`config.mk`:
```
export PLATFORM = sky130hd
export DESIGN_NAME = ep0_ctrl_seq
export DESIGN_NICKNAME = d
export VERILOG_FILES = /design/src/rtl/ep0_seq_pkg.sv /design/src/rtl/ep0_setup_decode.sv /design/src/rtl/ep0_byte_counter.sv /design/src/rtl/ep0_pkt_sizer.sv /design/src/rtl/ep0_ctrl_seq.sv
export SDC_FILE = /design/constraint.sdc
export NUM_CORES = 1
export LEC_CHECK = 0
export ABC_AREA = 1
export BUFFER_PORTS_ARGS = -buffer_cell sky130_fd_sc_hd__buf_2
export CORE_MARGIN = 5
export CORE_UTILIZATION = 30
export CTS_CLUSTER_DIAMETER = 150
export DETAILED_ROUTE_END_ITERATION = 6
export REMOVE_ABC_BUFFERS = 1
export SYNTH_ARGS = -nofsm -noshare
export SYNTH_HDL_FRONTEND = slang
export SYNTH_SLANG_ARGS = --single-unit
```
`constraint.sdc`:
```
create_clock -name clk -period 6 [get_ports clk]
set_input_delay 1.2 -clock clk [delete_from_list [all_inputs] [get_ports clk]]
set_output_delay 1.2 -clock clk [all_outputs]
set_load 0.005 [all_outputs]
```
`src/rtl/ep0_seq_pkg.sv`:
```
// Shared types of the endpoint-0 control sequencer.
// Assumes: handler operation codes are fixed by the port contract.
package ep0_seq_pkg;

    typedef enum logic [3:0] {
        ST_IDLE,
        ST_SETUP,
        ST_TX_LOAD,
        ST_TX_WAIT,
        ST_STATUS,
        ST_ZL_STATUS,
        ST_RX,
        ST_RX_PROC,
        ST_POST
    } seq_state_e;

    typedef enum logic [1:0] {
        OP_SETUP       = 2'd0,
        OP_TX_LOAD     = 2'd1,
        OP_RX_DATA     = 2'd2,
        OP_POST_STATUS = 2'd3
    } req_op_e;

    typedef enum logic [1:0] {
        KIND_NODATA,
        KIND_READ,
        KIND_WRITE
    } xfer_kind_e;

    typedef struct packed {
        logic clr_rx;
        logic tx_rdy;
        logic data_end;
        logic stall;
        logic clr_setend;
        logic clr_stalled;
    } cmd_t;

endpackage

```
`src/rtl/ep0_setup_decode.sv`:
```
// Classifies a setup packet into no-data, read or write transfer.
// Assumes: length field is little-endian in bytes 6..7, direction in bit 7.
module ep0_setup_decode
    import ep0_seq_pkg::*;
#(
    parameter int unsigned SETUP_W = 64,
    parameter int unsigned LEN_W   = 16
) (
    input  logic [SETUP_W-1:0] setup,
    output xfer_kind_e         kind,
    output logic [LEN_W-1:0]   wlen
);
    localparam int unsigned LEN_LSB = 48;
    localparam int unsigned DIR_BIT = 7;

    // Pick the length field and derive the transfer kind.
    always_comb begin
        wlen = setup[LEN_LSB +: LEN_W];
        if (wlen == '0)
            kind = KIND_NODATA;
        else if (setup[DIR_BIT])
            kind = KIND_READ;
        else
            kind = KIND_WRITE;
    end
endmodule

```
`src/rtl/ep0_byte_counter.sv`:
```
// Remaining data-stage byte counter with load and saturating decrement.
// Assumes: clear wins over load, load wins over decrement.
module ep0_byte_counter #(
    parameter int unsigned LEN_W = 16
) (
    input  logic             clk,
    input  logic             rst_n,
    input  logic             clear,
    input  logic             load,
    input  logic [LEN_W-1:0] load_val,
    input  logic             dec,
    input  logic [LEN_W-1:0] dec_val,
    output logic [LEN_W-1:0] remaining
);
    // Hold, load or count down the bytes still expected.
    always_ff @(posedge clk) begin
        if (!rst_n || clear)
            remaining <= '0;
        else if (load)
            remaining <= load_val;
        else if (dec)
            remaining <= (dec_val > remaining) ? '0 : remaining - dec_val;
    end
endmodule

```
`src/rtl/ep0_pkt_sizer.sv`:
```
// Computes the next transmit packet size and the last-packet tests.
// Assumes: MAX_PKT fits in CNT_W bits and LEN_W >= CNT_W.
module ep0_pkt_sizer #(
    parameter int unsigned MAX_PKT = 64,
    parameter int unsigned LEN_W   = 16,
    parameter int unsigned CNT_W   = 7
) (
    input  logic [LEN_W-1:0] remaining,
    input  logic [CNT_W-1:0] rx_count,
    output logic [CNT_W-1:0] tx_len,
    output logic             tx_last,
    output logic             rx_last
);
    localparam logic [LEN_W-1:0] MPS_L = LEN_W'(MAX_PKT);
    localparam logic [CNT_W-1:0] MPS_C = CNT_W'(MAX_PKT);

    // Transmit: take a full packet unless fewer bytes remain.
    always_comb begin
        tx_last = (remaining <= MPS_L);
        tx_len  = tx_last ? remaining[CNT_W-1:0] : MPS_C;
    end

    // Receive: short packet or expected total reached closes the stage.
    always_comb begin
        rx_last = (rx_count < MPS_C) || (LEN_W'(rx_count) >= remaining);
    end
endmodule

```
`src/rtl/ep0_ctrl_seq.sv`:
```
// Endpoint-0 control transfer sequencer.
// Turns controller event pulses into command strobes, walks the setup, data
// and status stages, and drives handler requests over valid/ready.
// Assumes: events arriving while a handler request is pending are dropped;
// one event pulse per endpoint-0 interrupt.
module ep0_ctrl_seq
    import ep0_seq_pkg::*;
#(
    parameter int unsigned MAX_PKT     = 64,
    parameter int unsigned LEN_W       = 16,
    parameter int unsigned SETUP_BYTES = 8
) (
    input  logic                         clk,
    input  logic                         rst_n,
    input  logic                         bus_reset,
    input  logic                         evt_valid,
    input  logic                         evt_rx_ready,
    input  logic                         evt_stalled,
    input  logic                         evt_setup_end,
    input  logic [$clog2(MAX_PKT):0]     rx_count,
    input  logic [SETUP_BYTES*8-1:0]     setup_data,
    output logic                         req_valid,
    output logic [1:0]                   req_op,
    output logic [$clog2(MAX_PKT):0]     req_len,
    output logic                         req_last,
    output logic [SETUP_BYTES*8-1:0]     req_setup,
    input  logic                         req_ready,
    input  logic                         req_ok,
    input  logic [LEN_W-1:0]             resp_len,
    output logic                         cmd_clr_rx_ready,
    output logic                         cmd_tx_ready,
    output logic                         cmd_data_end,
    output logic                         cmd_send_stall,
    output logic                         cmd_clr_setup_end,
    output logic                         cmd_clr_stalled
);
    localparam int unsigned CNT_W   = $clog2(MAX_PKT) + 1;
    localparam int unsigned SETUP_W = SETUP_BYTES * 8;

    seq_state_e          state_q, state_n;
    xfer_kind_e          kind_q, kind_n, dec_kind;
    logic [LEN_W-1:0]    wlen_q, wlen_n, dec_wlen;
    logic [SETUP_W-1:0]  setup_q, setup_n;
    logic [CNT_W-1:0]    rxlen_q, rxlen_n;
    logic                rxlast_q, rxlast_n;
    cmd_t                cmd_q, cmd_n;

    logic                cnt_load, cnt_dec;
    logic [LEN_W-1:0]    cnt_val, dec_val, remaining, rd_total;
    logic [CNT_W-1:0]    tx_len;
    logic                tx_last, rx_last;
    logic                take_setup, hs;

    ep0_setup_decode #(.SETUP_W(SETUP_W), .LEN_W(LEN_W)) u_decode (
        .setup (setup_data),
        .kind  (dec_kind),
        .wlen  (dec_wlen)
    );

    ep0_byte_counter #(.LEN_W(LEN_W)) u_count (
        .clk       (clk),
        .rst_n     (rst_n),
        .clear     (bus_reset),
        .load      (cnt_load),
        .load_val  (cnt_val),
        .dec       (cnt_dec),
        .dec_val   (dec_val),
        .remaining (remaining)
    );

    ep0_pkt_sizer #(.MAX_PKT(MAX_PKT), .LEN_W(LEN_W), .CNT_W(CNT_W)) u_sizer (
        .remaining (remaining),
        .rx_count  (rx_count),
        .tx_len    (tx_len),
        .tx_last   (tx_last),
        .rx_last   (rx_last)
    );

    // Handler request outputs follow the registered stage.
    always_comb begin
        req_valid = 1'b0;
        req_op    = OP_SETUP;
        req_len   = '0;
        req_last  = 1'b0;
        unique case (state_q)
            ST_SETUP:   req_valid = 1'b1;
            ST_TX_LOAD: begin
                req_valid = 1'b1;
                req_op    = OP_TX_LOAD;
                req_len   = tx_len;
                req_last  = tx_last;
            end
            ST_RX_PROC: begin
                req_valid = 1'b1;
                req_op    = OP_RX_DATA;
                req_len   = rxlen_q;
                req_last  = rxlast_q;
            end
            ST_POST: begin
                req_valid = 1'b1;
                req_op    = OP_POST_STATUS;
            end
            default: ;
        endcase
    end

    assign req_setup = setup_q;
    assign hs        = req_valid && req_ready;
    assign rd_total  = (resp_len < wlen_q) ? resp_len : wlen_q;

    // Next stage, strobe group and counter control for this cycle.
    always_comb begin
        state_n    = state_q;
        kind_n     = kind_q;
        wlen_n     = wlen_q;
        setup_n    = setup_q;
        rxlen_n    = rxlen_q;
        rxlast_n   = rxlast_q;
        cmd_n      = '0;
        cnt_load   = 1'b0;
        cnt_val    = '0;
        cnt_dec    = 1'b0;
        dec_val    = '0;
        take_setup = 1'b0;
        unique case (state_q)
            ST_SETUP: if (hs) begin
                if (!req_ok) begin
                    cmd_n.stall = 1'b1;
                    state_n     = ST_IDLE;
                end else if (kind_q == KIND_NODATA) begin
                    cmd_n.clr_rx   = 1'b1;
                    cmd_n.data_end = 1'b1;
                    state_n        = ST_ZL_STATUS;
                end else begin
                    cmd_n.clr_rx = 1'b1;
                    cnt_load     = 1'b1;
                    cnt_val      = rd_total;
                    state_n      = ST_TX_LOAD;
                end
            end
            ST_TX_LOAD: if (hs) begin
                cmd_n.tx_rdy   = 1'b1;
                cmd_n.data_end = tx_last;
                cnt_dec        = 1'b1;
                dec_val        = LEN_W'(tx_len);
                state_n        = tx_last ? ST_STATUS : ST_TX_WAIT;
            end
            ST_RX_PROC: if (hs) begin
                cnt_dec = 1'b1;
                dec_val = LEN_W'(rxlen_q);
                if (!rxlast_q) begin
                    cmd_n.clr_rx = 1'b1;
                    state_n      = ST_RX;
                end else if (req_ok) begin
                    cmd_n.clr_rx   = 1'b1;
                    cmd_n.data_end = 1'b1;
                    state_n        = ST_STATUS;
                end else begin
                    cmd_n.stall = 1'b1;
                    state_n     = ST_IDLE;
                end
            end
            ST_POST: if (hs) state_n = ST_IDLE;
            default: if (evt_valid) begin
                if (evt_stalled) begin
                    cmd_n.clr_stalled = 1'b1;
                end else if (evt_setup_end && state_q != ST_ZL_STATUS) begin
                    cmd_n.clr_setend = 1'b1;
                    state_n          = ST_IDLE;
                    take_setup       = evt_rx_ready;
                end else begin
                    unique case (state_q)
                        ST_IDLE:    take_setup = evt_rx_ready;
                        ST_TX_WAIT: state_n = ST_TX_LOAD;
                        ST_STATUS:  state_n = ST_POST;
                        ST_ZL_STATUS: begin
                            cmd_n.clr_setend = evt_setup_end;
                            state_n          = ST_POST;
                        end
                        ST_RX: if (evt_rx_ready) begin
                            rxlen_n  = rx_count;
                            rxlast_n = rx_last;
                            state_n  = ST_RX_PROC;
                        end
                        default: ;
                    endcase
                end
            end
        endcase
        if (take_setup) begin
            kind_n  = dec_kind;
            wlen_n  = dec_wlen;
            setup_n = setup_data;
            if (dec_kind == KIND_WRITE) begin
                cmd_n.clr_rx = 1'b1;
                cnt_load     = 1'b1;
                cnt_val      = dec_wlen;
                state_n      = ST_RX;
            end else begin
                state_n = ST_SETUP;
            end
        end
    end

    // Register stage, captured setup data and the strobe group.
    always_ff @(posedge clk) begin
        if (!rst_n || bus_reset) begin
            state_q  <= ST_IDLE;
            kind_q   <= KIND_NODATA;
            wlen_q   <= '0;
            setup_q  <= '0;
            rxlen_q  <= '0;
            rxlast_q <= 1'b0;
            cmd_q    <= '0;
        end else begin
            state_q  <= state_n;
            kind_q   <= kind_n;
            wlen_q   <= wlen_n;
            setup_q  <= setup_n;
            rxlen_q  <= rxlen_n;
            rxlast_q <= rxlast_n;
            cmd_q    <= cmd_n;
        end
    end

    assign cmd_clr_rx_ready  = cmd_q.clr_rx;
    assign cmd_tx_ready      = cmd_q.tx_rdy;
    assign cmd_data_end      = cmd_q.data_end;
    assign cmd_send_stall    = cmd_q.stall;
    assign cmd_clr_setup_end = cmd_q.clr_setend;
    assign cmd_clr_stalled   = cmd_q.clr_stalled;
endmodule

```
==> results.json <==
{
  "maxClockFrequency_mhz": 267,
  "yosys_warnings": 0,
  "synthArstFlopShare_pct": 0,
  "status": "completed",
  "synth_common_cells": "nor2_1 (187), nand2_1 (162), o21ai_0 (104), dfxtp_1 (100), inv_1 (96)",
  "grt_pass1_vias": 5594,
  "syn_avg_cell_area_sq_um": 6.50,
  "period_minus_slack_ns": 3.74,
  "power.total_mw": 1.57,
  "cts_made_buffers": 9,
  "synth-edff-count": 0,
  "cts_setup_buffers": 0,
  "max-cap-violations": 0,
  "die_w_um": 149,
  "worst_pin_slew_ns": 0.863,
  "core-area_sq_mm": 0.0188,
  "dr.pass1.iters": 5,
  "syn_inst": 890,
  "ctsLongestPathBuffers": 2,
  "gp_congestion": 0.884,
  "rows": 50,
  "htree_levels": 3,
  "syn-cell-area_sq_mm": 0.00579,
  "yosysMostFrequentCell": "nor2_1",
  "synth-main-ff-cell": "dfxtp_1",
  "power_density_mw_per_mm2": 218,
  "track_usage_pct": 16.1,
  "clock-root-buffer": "clkbuf_16",
  "clk_transition_reported_paths_ns": 0.08,
  "crit_fanout": 11,
  "final_hold_viol_count": 0,
  "setup_violations": 0,
  "setup.worst_path.start_class": "register",
  "crit_arrival_ns": 3.97,
  "hold_path.class": "reg2reg",
  "clkSinkCount": 100,
  "yosysUniqueCellTypes": 35,
  "yosysSeqAreaShare_pct": 34.6,
  "timing.setup.tns_ns": 0,
  "insertion_delay_ns": 0.35,
  "crit_type": "reg2reg",
  "avgRoutedWirePerCell_um": 13.8,
  "whs_ns": 0.466,
  "cts_resized": 0,
  "power_leakage_nw": 3.50,
  "drive_gt1_share_pct": 21.1,
  "ant_nets": 0,
  "io_pins": 177,
  "grt_pass1_wl_um": 28800,
  "nets": 1176,
  "fin_skew_ns": 0.00991,
  "rsz0062_at_grt": "false",
  "vias_per_cell": 4.70,
  "seqCellArea_sq_mm": 0.00200,
  "multi_input_area_sq_mm": 0.00326,
  "die_area_sq_mm": 0.0222,
  "required_ns": 6.23,
  "drcViolationCount": 0,
  "yosys.area.top_type": "dfxtp_1",
  "synthToLayoutAreaGrowth_pct": 24.3,
  "hpwl_um": 13700,
  "cts_tree": "built",
  "drt_wl_total_um": 18100,
  "synth_seq_cells": 100,
  "fill_cells": 2070,
  "drt_iter0_drc": 385,
  "slew-limit-headroom_pct": 42.4,
  "port_buffers": 176,
  "synthTopCellsByArea": "dfxtp_1 (35%), nor2_1 (12%), nand2_1 (11%), o21ai_0 (9.0%), ha_1 (6.9%)",
  "antenna_found_initial": 2,
  "ir_worst_vdd_uv": 129,
  "start_util_pct": 30.7,
  "die_h_um": 149,
  "synth_top_area_share_pct": 34.6,
  "num_vias": 6171,
  "cts_hold_buf": 0,
  "critPathCaptureType": "register",
  "drv_slew": 0,
  "grt_max_degree": 92,
  "period_share_pct": 62.3,
  "overflow": 0
}
==> cell usage in the layout (no fill, tap or decap) <==
cell type,Yosys,routed
o21a_1,1,1
buf_2,7,176
nor2_4,6,7
nand4_1,8,8
a31o_2,1,1
nand2_1,162,162
clkinv_4,0,2
clkbuf_1,23,1
a22oi_1,1,1
a2111oi_0,1,1
o21bai_1,2,2
nor3_1,5,5
nor2_1,187,186
diode_2,0,1
nand3b_1,12,12
o211ai_1,1,1
o21ai_0,104,104
inv_6,0,1
dfxtp_1,100,100
buf_4,1,4
or2_2,2,2
nand3_2,2,3
nand2_2,5,5
nand3_1,55,54
xor2_1,2,2
o2111ai_1,2,2
inv_2,5,5
fa_1,1,1
inv_1,96,96
bufinv_16,0,1
nor4_1,2,2
inv_8,0,2
ha_1,32,32
o22ai_1,1,1
nor2_2,1,1
clkinv_1,1,1
clkbuf_16,0,9
nand2_4,3,3
a21oi_1,55,55
==> layer usage <==
layer  wire, um  global-route usage [%]  vias to the layer above
met2       8120                    25.7                      189
met5         19                       0                        -
met4        246                    4.30                        4
met3       1190                    3.68                       21
li1           -                       -                     3172
met1       8530                    22.0                     2785
==> worst paths after layout <==
| check | end | from | depth (start not counted) | slack, ns |
|---|---|---|---|---|
| min reg2reg | kind_q[1]$_SDFFE_PP0P_ | kind_q[1]$_SDFFE_PP0P_ | 2 | 0.47 |
| min | kind_q[1]$_SDFFE_PP0P_ | kind_q[1]$_SDFFE_PP0P_ | 2 | 0.47 |
| max | u_count.remaining[0]$_SDFFE_PP0P_ | u_count.remaining[8]$_SDFFE_PP0P_ | 21 | 2.26 |
| max reg2reg | u_count.remaining[0]$_SDFFE_PP0P_ | u_count.remaining[8]$_SDFFE_PP0P_ | 21 | 2.26 |
==> per-stage QoR <==
step	std cells	area, sq um	setup slack, ns	util, %
2_1_floorplan	856	5630	1.43	-
3_3_place_gp	1296	6880	2.23	36.5
3_5_place_dp	1296	6880	2.15	36.5
4_1_cts	1312	7190	2.28	38.2
5_1_grt	1312	7190	1.83	38.2
6_report	1313	7190	2.26	38.2
==> power by group <==
group	switching, mW	total, mW	internal, mW	leakage [nW]
combinational	0.159	0.256	0.0969	2.54
sequential	0.0108	0.689	0.679	0.809
clock	0.287	0.620	0.333	0.151
==> sequential cells by signal, summed over array words and instances, names as in the netlist, 2 cells and up <==
name and flops:
state_q 4, wlen_q 16, kind_q 2, u_count.remaining 16, rxlen_q 7, req_setup 48
==> worst max-delay path, stage by stage, from the launching register on <==
cell,delay [ns]
dfxtp_1,0.35
nor2_1,0.14
nand2_1,0.12
inv_1,0.07
nand2_1,0.05
nor2_1,0.25
nand3_1,0.31
o22ai_1,0.24
inv_1,0.06
nor2_1,0.13
ha_1,0.16
inv_1,0.05
fa_1,0.39
nand3_1,0.12
nand2_1,0.10
nand2_1,0.12
nand3_1,0.34
inv_1,0.24
or2_2,0.13
nor2_1,0.03
nor2_1,0.12
a21oi_1,0.07
==> kinds of logic after synthesis <==
kind of cell	Yosys count	share of synthesized area [%]
and+or+nand+nor	450	33.4
AOI/OAI and AO/OA	169	15.1
buffers and inverters	136	9.30
DFF	100	34.6
adders and majority gates	33	7.26
xor gates and xnor gates	2	0.303
==> area by class of cell <==
cell class              instances  share of cell area, %
clock inverters                 6                   1.10
repair buffers                180                   12.7
multi-input cells             654                   45.3
inverters                     102                   5.32
well taps                     260                   4.52
clock buffers                  10                   3.18
diodes                          1                 0.0348
flip-flops and latches        100                   27.8
Power figures use the tool's default switching activity.
